===== config.mk =====
export PLATFORM = sky130hd
export DESIGN_NAME = io_port_unit
export DESIGN_NICKNAME = d
export VERILOG_FILES = /design/src/rtl/io_port_pkg.sv /design/src/rtl/io_sync_edge.sv /design/src/rtl/io_irq_latch.sv /design/src/rtl/io_player_port.sv /design/src/rtl/io_port_unit.sv
export SDC_FILE = /design/constraint.sdc
export NUM_CORES = 1
export LEC_CHECK = 0
export BUFFER_PORTS_ARGS = -buffer_cell sky130_fd_sc_hd__buf_2
export CORE_ASPECT_RATIO = 2
export CORE_MARGIN = 5
export CORE_UTILIZATION = 51
export CTS_CLUSTER_DIAMETER = 40
export DETAILED_ROUTE_END_ITERATION = 10
export HOLD_SLACK_MARGIN = 0.05
export PLACE_DENSITY = 0.85
export SLEW_MARGIN = 30
export SYNTH_ARGS = -nofsm -noshare
export SYNTH_HDL_FRONTEND = slang
export SYNTH_SLANG_ARGS = --single-unit

===== constraint.sdc =====
create_clock -name clk_i -period 2.65 [get_ports clk_i]
set_input_delay 0.265 -clock clk_i [delete_from_list [all_inputs] [get_ports clk_i]]
set_output_delay 0.265 -clock clk_i [all_outputs]
set_load 0.05 [all_outputs]

===== src/rtl/io_port_pkg.sv =====
package io_port_pkg;
  localparam int unsigned DATA_W = 8;
  localparam logic [7:0] PORT_PANEL0 = 8'hF0;
  localparam logic [7:0] PORT_PLAYER = 8'hF4;
  localparam logic [7:0] PORT_MISC   = 8'hF5;
  localparam logic [7:0] PORT_IRQ_EN = 8'hFE;
  localparam logic [7:0] PORT_NMI_EN = 8'hFF;
endpackage


===== src/rtl/io_sync_edge.sv =====
module io_sync_edge #(
  parameter int unsigned STAGES = 2,
  parameter bit          IDLE   = 1'b0,
  parameter bit          RISE   = 1'b1
) (
  input  logic clk_i,
  input  logic rst_ni,
  input  logic async_i,
  output logic edge_o
);
  logic [STAGES:0] sr_q;

  always_ff @(posedge clk_i or negedge rst_ni) begin
    if (!rst_ni) sr_q <= {(STAGES+1){IDLE}};
    else         sr_q <= {sr_q[STAGES-1:0], async_i};
  end

  generate
    if (RISE) begin : g_rise
      assign edge_o = sr_q[STAGES-1] & ~sr_q[STAGES];
    end else begin : g_fall
      assign edge_o = ~sr_q[STAGES-1] & sr_q[STAGES];
    end
  endgenerate
endmodule


===== src/rtl/io_irq_latch.sv =====
module io_irq_latch (
  input  logic clk_i,
  input  logic rst_ni,
  input  logic en_wr_i,
  input  logic en_val_i,
  input  logic edge_i,
  output logic req_o
);
  logic en_q;

  always_ff @(posedge clk_i or negedge rst_ni) begin
    if (!rst_ni) begin
      en_q  <= 1'b0;
      req_o <= 1'b0;
    end else begin
      if (en_wr_i) en_q <= en_val_i;
      // clearing write wins over a coincident edge
      if (en_wr_i && !en_val_i)  req_o <= 1'b0;
      else if (en_q && edge_i)   req_o <= 1'b1;
    end
  end
endmodule


===== src/rtl/io_player_port.sv =====
module io_player_port #(
  parameter int unsigned W = 8
) (
  input  logic         clk_i,
  input  logic         rst_ni,
  input  logic         cmd_wr_i,
  input  logic [W-1:0] wdata_i,
  input  logic         cmd_fire_i,
  input  logic         stat_fire_i,
  input  logic [W-1:0] bus_i,
  output logic [W-1:0] bus_o,
  output logic [W-1:0] status_o
);
  logic [W-1:0] pend_q;

  always_ff @(posedge clk_i or negedge rst_ni) begin
    if (!rst_ni) begin
      pend_q   <= '0;
      bus_o    <= '0;
      status_o <= '0;
    end else begin
      if (cmd_wr_i)    pend_q   <= wdata_i;
      if (cmd_fire_i)  bus_o    <= pend_q;
      if (stat_fire_i) status_o <= bus_i;
    end
  end
endmodule


===== src/rtl/io_port_unit.sv =====
module io_port_unit
  import io_port_pkg::*;
#(
  parameter int unsigned PANEL_W     = 6,
  parameter int unsigned PANEL_PORTS = 4,
  parameter int unsigned SYNC_STAGES = 2
) (
  input  logic                       clk_i,
  input  logic                       rst_ni,
  input  logic [7:0]                 io_addr_i,
  input  logic                       io_wr_i,
  input  logic                       io_rd_i,
  input  logic [DATA_W-1:0]          io_wdata_i,
  output logic [DATA_W-1:0]          io_rdata_o,
  input  logic [PANEL_PORTS*PANEL_W-1:0] panel_i,
  input  logic                       cmd_strobe_ni,
  input  logic                       stat_strobe_ni,
  input  logic [DATA_W-1:0]          player_data_i,
  output logic [DATA_W-1:0]          player_data_o,
  input  logic                       vsync_i,
  output logic [DATA_W-1:0]          misc_o,
  output logic                       irq_o,
  output logic                       nmi_o
);
  localparam int unsigned NCH = 3;
  // channel 0: command strobe, 1: status strobe, 2: video timing
  localparam logic [NCH-1:0] IDLE_VEC = 3'b011;
  localparam logic [NCH-1:0] RISE_VEC = 3'b100;

  logic [NCH-1:0] async_vec, edge_vec;
  logic           cmd_edge, stat_edge, irq_edge;
  logic [DATA_W-1:0] status_byte;
  logic [7:0]     panel_ofs;
  logic           wr_player, wr_misc, wr_irq, wr_nmi;

  assign async_vec = {vsync_i, stat_strobe_ni, cmd_strobe_ni};

  generate
    for (genvar g = 0; g < NCH; g++) begin : g_sync
      io_sync_edge #(
        .STAGES (SYNC_STAGES),
        .IDLE   (IDLE_VEC[g]),
        .RISE   (RISE_VEC[g])
      ) u_sync (
        .clk_i   (clk_i),
        .rst_ni  (rst_ni),
        .async_i (async_vec[g]),
        .edge_o  (edge_vec[g])
      );
    end
  endgenerate

  assign cmd_edge  = edge_vec[0];
  assign stat_edge = edge_vec[1];
  assign irq_edge  = edge_vec[2];

  assign wr_player = io_wr_i && (io_addr_i == PORT_PLAYER);
  assign wr_misc   = io_wr_i && (io_addr_i == PORT_MISC);
  assign wr_irq    = io_wr_i && (io_addr_i == PORT_IRQ_EN);
  assign wr_nmi    = io_wr_i && (io_addr_i == PORT_NMI_EN);

  io_player_port #(.W(DATA_W)) u_player (
    .clk_i       (clk_i),
    .rst_ni      (rst_ni),
    .cmd_wr_i    (wr_player),
    .wdata_i     (io_wdata_i),
    .cmd_fire_i  (cmd_edge),
    .stat_fire_i (stat_edge),
    .bus_i       (player_data_i),
    .bus_o       (player_data_o),
    .status_o    (status_byte)
  );

  io_irq_latch u_irq (
    .clk_i    (clk_i),
    .rst_ni   (rst_ni),
    .en_wr_i  (wr_irq),
    .en_val_i (io_wdata_i[0]),
    .edge_i   (irq_edge),
    .req_o    (irq_o)
  );

  io_irq_latch u_nmi (
    .clk_i    (clk_i),
    .rst_ni   (rst_ni),
    .en_wr_i  (wr_nmi),
    .en_val_i (io_wdata_i[0]),
    .edge_i   (stat_edge),
    .req_o    (nmi_o)
  );

  always_ff @(posedge clk_i or negedge rst_ni) begin
    if (!rst_ni)      misc_o <= '0;
    else if (wr_misc) misc_o <= io_wdata_i;
  end

  assign panel_ofs = io_addr_i - PORT_PANEL0;

  always_comb begin
    io_rdata_o = '0;
    if (io_rd_i) begin
      if (io_addr_i == PORT_PLAYER) io_rdata_o = status_byte;
      for (int p = 0; p < PANEL_PORTS; p++) begin
        if (io_addr_i >= PORT_PANEL0 && panel_ofs == 8'(p))
          io_rdata_o = DATA_W'(panel_i[p*PANEL_W +: PANEL_W]);
      end
    end
  end
endmodule


* Word-level counts from Yosys, hierarchy flattened
Cells that the tools add are included.
Word-level totals: bits in registers 45, bits of input ports 55, output and inout port bits 26, word-level logic and storage cells 52
Cells by class: add/sub/neg operators 1, magnitude comparators 1, equality and inequality tests 7, mux-type cells 10, bitwise operators 6, reductions and logical operators 16
Operators with widths (count):
- 8-bit two-way mux | 6
- 8-bit equality test (second input constant) | 4
- 8-bit by 2-bit equality test with 1-bit output (second input constant) | 2
- 1-bit logical AND | 12
- 8-bit by 1-bit equality test with 1-bit output (second input constant) | 1
- 8-bit >= comparator (second input constant) | 1
- 8-bit logical NOT | 1
- 8-bit subtractor (second input constant) | 1
- 1-bit two-way mux | 4
- 2-bit nonzero test | 2
- 1-bit bitwise AND | 3
- 1-bit inverter | 3
- 1-bit logical NOT | 1

* Logic depth before layout (Yosys ltp)
depth after elaboration 8, gate-level depth with buffers 6, gate-level depth less buffers 4

* By module
A second synthesis with hierarchy kept.
Second synthesis, totals: cell total of the unflattened synthesis 148, area, all modules 2129.5 um^2
Modules (own cells, without submodules):
- io_player_port | instances 1, cells each 51, area each 994.7 um^2, seq. area each 600.6 um^2
- io_port_unit | instances 1, cells each 73, area each 703.2 um^2, seq. area each 200.2 um^2
- io_sync_edge (g_sync[0].u_sync ...) | instances 2, cells each 4, area each 92.6 um^2, seq. area each 78.8 um^2
- io_irq_latch | instances 2, cells each 6, area each 78.8 um^2, seq. area each 50.0 um^2
- io_sync_edge (g_sync[2].u_sync) | instances 1, cells each 4, area each 88.8 um^2, seq. area each 75.1 um^2

* Least setup slack after synthesis
OpenSTA, ideal clock, no wires.
path kind in2out, from input io_addr_i[0], to output io_rdata_o[3], data arrival time 2.228 ns, required time 2.385 ns, slack 0.157 ns, cell stages on the path 4, path buffers 1, cell sequence buf_2 nor4_4 nand2_1 a221oi_1
Between the ends: longest elaborated chain between the ends 8, elaborated cells on any way between the ends 17, classes of those cells 1 x add/sub; 1 x order compare; 4 x eq/ne; 6 x mux; 5 x reduce/logical
RTL lines:
- from (decl) | line io_port_unit.sv:10 | input logic [7:0] io_addr_i,
- 8-bit subtractor | line io_port_unit.sv:97 | assign panel_ofs = io_addr_i - PORT_PANEL0;
- 8-bit logical NOT | line io_port_unit.sv:104 | if (io_addr_i >= PORT_PANEL0 && panel_ofs == 8'(p))
- 1-bit logical AND | line io_port_unit.sv:104
- 8-bit two-way mux (3 in series) | line io_port_unit.sv:104
- 8-bit two-way mux (*) | line io_port_unit.sv:104
- 8-bit two-way mux (*) | line io_port_unit.sv:101 | if (io_rd_i) begin
- to (decl) | line io_port_unit.sv:14 | output logic [DATA_W-1:0] io_rdata_o,
Every way passes the cells marked *; elsewhere a longest branch is shown, timed or not.

* Worst setup path in the final report
Ends and elaborated chain as after synthesis.

==> out/qor_table.md <==
| Parameter | This run |
| --- | --- |
| Number of iterations in the first detailed-routing pass | 4 |
| Startpoint of the most critical register-to-register path | g_sync[1].u_sync.sr_q[2]$_DFF_PN1_ |
| Setup CP Type | in -> out |
| PD cells | 557.5 nW/µm² |
| Type of destination of the critical path | primary output |
| Top fanout value on the critical path | 18 |
| Fin. max-slew vios | 0 |
| Cells on worst reg2reg path | 2 |
| PnR worst setup slack | 0.6850 ns |
| Startpoint of the tightest hold check path | vsync_i |
| Number of synthesized register bits | 45 |
| Worst Path Required | 2.38 ns |
| Synth Instances | 142 |
| Hold crit path type | in -> reg |
| Remaining antenna violation count | 0 |
| Area enclosed by the die boundary | 5314 µm² |
| Leading post-synthesis cells by cell area | dfrtp_1 (49%), mux2_2 (15%), dfstp_2 (7.9%) |
| Critical path cell sequence | buf_2, nor4_4, nand2_1, a221oi_1, buf_2 |
| Top cell family by delay on the critical path | simple AND/OR/NAND/NOR gates |
| Number of buffers added on ports | 80 |
| Endpoint of the worst hold path | g_sync[2].u_sync.sr_q[0]$_DFF_PN0_ |
| GR Util All Layers | 17.60% |
| Slew at the pin closest to its max-slew limit | 0.7392 ns |
| Global route overflow | 0 |
| Root cell of the clock tree | clkbuf_8 |
| Achievable clock frequency | 508.9 MHz |
| Number of core rows | 32 |
| Portion of the post-synthesis area used by sequential elements | 57.12% |
| Number of global-route vias before repair | 1,526 |
| Largest net degree at the start of global routing | 46 |
| Vias post-DR | 1,444 |
| Slowest library cell on the worst path | nor4_4 |
| Syn nets | 197 |
| Placed wire-length estimate | 3.386 mm |
| Pre-CTS WS | 0.7029 ns |
| Placeable core region | 3804 µm² |
| Final routed DRC violation total | 0 |
| Status | complete, no violations |
| Starting density of the core | 52.17% |
| Wire length per cell after detailed routing | 15.81 µm |
| Slowest cell delay on critical path | 0.52 ns |
| Fraction of final layout cells sized beyond drive strength 1 | 59.03% |
| Initial DRC Count | 14 |
| Clock-pin slew reported for the worst setup and hold paths after clock tree synthesis | 0.07 ns |
| Max-cap check violation count | 0 |
| Top-level I/O count | 81 |
| Number of antenna violations at the first check in global routing | 0 |
| Element type at the critical path start | input port |
| Post-route clock skew | 0.007826 ns |
| Area growth, synth to finish | 28.50% |
| Clock latency on the worst-skew pair | 0.29 ns |
| Unrepaired setup endpoints after global routing | no |
| Vertical die dimension | 98.22 µm |
| Fin crit period | 1.965 ns |
| Average cell area after synthesis | 13.97 µm² |
| Worst slew margin relative to its limit | 50.62% |
| Setup slack on the worst flop-to-flop path | 1.02 ns |
| Total wirelength of the detailed-routed design | 4.395 mm |
| Worst hold path stage count | 1 |
| Total power consumption of the routed design | 1.422 mW |
| Final hold vios | 0 |
| Maximum level of the CTS H-tree | 2 |
| Crit-path most repeated cell | buf_2 |
| Horiz. Die Dim | 54.11 µm |
| Net count of the finished layout | 281 |
| Cell taking the most area after synthesis | dfrtp_1 |
| Number of clock sinks | 45 |
| Post-Layout Inst Area | 2550 µm² |
| Final setup TNS | 0 ns |
| Standard cell area after detailed placement | 2416 µm² |
| Synth Warn # | 0 |
| Distinct cells, synth | 29 |
| Top-area cell type share of the netlist area | 49.18% |
| Buffers from clock root to sink, at most | 2 |
| Maximum vdd drop | 0.4808 mV |
| Number of endpoints failing setup at the final stage | 0 |
| Total leakage power | 1.375 nW |
| Buf/Inv on CP | 2 |
| Worst endpoint data arrival time | 1.70 ns |
| RR Endpoint | u_player.status_o[2]$_DFFE_PN0P_ |
| Wire length of the first global-routing pass | 6.817 mm |
| Clock buffers created by TritonCTS | 5 |
| Number of vias per cell | 5.194 |
| Post-route fraction of the period consumed by the critical path | 74.15% |
| Inserted Diodes | 0 |
| Weighted congestion at the end of routability-driven global placement | 0.7623 |
| Syn Std Cell Area | 1984 µm² |
| TritonCTS clock tree | yes |
## flip-flops by register name (all words and copies together) (netlist names)
register / count
u_player.pend_q: 8
u_irq.en_q: 1
u_irq.req_o: 1
u_player.status_o: 8
u_nmi.req_o: 1
misc_o: 8
u_player.bus_o: 8
u_nmi.en_q: 1
g_sync.u_sync.sr_q: 9
## worst max path at each step
stage / slack [ns] / end / depth (start not counted) / start
3_5_place_dp: 0.70 / io_rdata_o[3] / 6 / io_addr_i[7]
3_3_place_gp: 0.71 / io_rdata_o[3] / 5 / io_addr_i[0]
2_1_floorplan: 0.16 / io_rdata_o[3] / 4 / io_addr_i[0]
4_1_cts: 0.69 / io_rdata_o[3] / 5 / io_addr_i[0]
6_report: 0.69 / io_rdata_o[3] / 5 / io_addr_i[0]
5_1_grt: 0.54 / io_rdata_o[5] / 6 / io_addr_i[7]
## synth_stat cells
library cell  count
a21oi_1           3
a221oi_1          2
a22o_1            4
a31oi_1           1
and3_1            2
buf_2             2
buf_6             1
clkbuf_1          3
dfrtp_1          39
dfstp_2           6
inv_1             4
mux2_2           26
mux2_4            8
mux2i_1           6
nand2_1           4
nand2_2           1
nand2b_1          2
nand3_1           1
nand4_1           1
nand4_4           1
nor2_1            3
nor2b_1           2
nor3_2            1
nor4_4            1
o211a_1           4
o21ai_0          10
o31ai_1           2
or2_2             1
or4_4             1
## cells in the final DEF (no fill, tap or decap)
cell,instances
mux2_2,26
o21ai_0,10
nand3_1,1
o31ai_1,2
clkinv_2,1
a21oi_1,3
or4_4,1
mux2i_1,6
and3_1,2
o211a_1,4
nor2_1,3
nand2_2,1
mux2_4,8
nor4_4,1
dlygate4sd3_1,3
nand4_4,1
buf_2,79
clkbuf_8,7
a31oi_1,1
dfstp_2,6
a22o_1,4
or2_2,1
buf_4,1
nor2b_1,2
nand2_1,4
dfrtp_1,39
nand2b_1,2
inv_1,4
nor3_2,1
nand4_1,1
a221oi_1,2
## report_power, final
part | switching, mW | leakage [nW] | internal (mW) | total, mW
clock network | 0.213 | 0.0542 | 0.236 | 0.449
logic | 0.125 | 0.752 | 0.0886 | 0.213
registers | 0.0229 | 0.569 | 0.737 | 0.760
total | 0.361 | 1.37 | 1.06 | 1.42
## timing repair
item	CTS	global route
endpoints found under the hold margin	0	41
hold buffers	0	3
gates resized for setup	0	0
setup buffers	0	0
## stage by stage
step	hold WS (ns)	utilization [%]	instances
after floorplan	-0.03059	-	142
after global placement	0.3355	63.52	267
after detailed placement	0.3363	63.52	267
after CTS	0.05285	66.18	275
after global routing	0.05742	67.04	278
final	0.07889	67.04	278
## worst register-to-register path, delay by kind of cell (launching register included)
kind	cells	cell delay (ns)
multiplexers	1	0.42
flip-flops	1	0.51
AND/OR/NAND/NOR	1	0.59
## layer usage
| layer | global-route usage [%] | wire, µm |
|---|---|---|
| met1 | 18.13 | 1546 |
| met2 | 31.03 | 2410 |
| met3 | 5.344 | 371 |
| met4 | 7.486 | 65 |
| met5 | 0 | 0 |
## final cells by class
class / count / area (µm²)
fill: 303 / 1254
clock inverter: 1 / 5.005
sequential: 45 / 1134
tap: 51 / 63.81
clock buffer: 7 / 96.34
timing repair buffer: 83 / 432.9
multi-input combinational: 87 / 803.3
inverter: 4 / 15.01
## cell families (layout without fill, tap and decap cells)
family | count (synthesis) | in the layout | share of synthesized area (%)
DFF | 45 | 45 | 57.12
AOI/OAI and AO/OA | 26 | 26 | 9.016
buffers and inverters | 10 | 95 | 2.396
and+or+nand+nor | 21 | 21 | 7.629
muxes | 40 | 40 | 23.83
No activity file was read; power rests on OpenSTA's default activity.
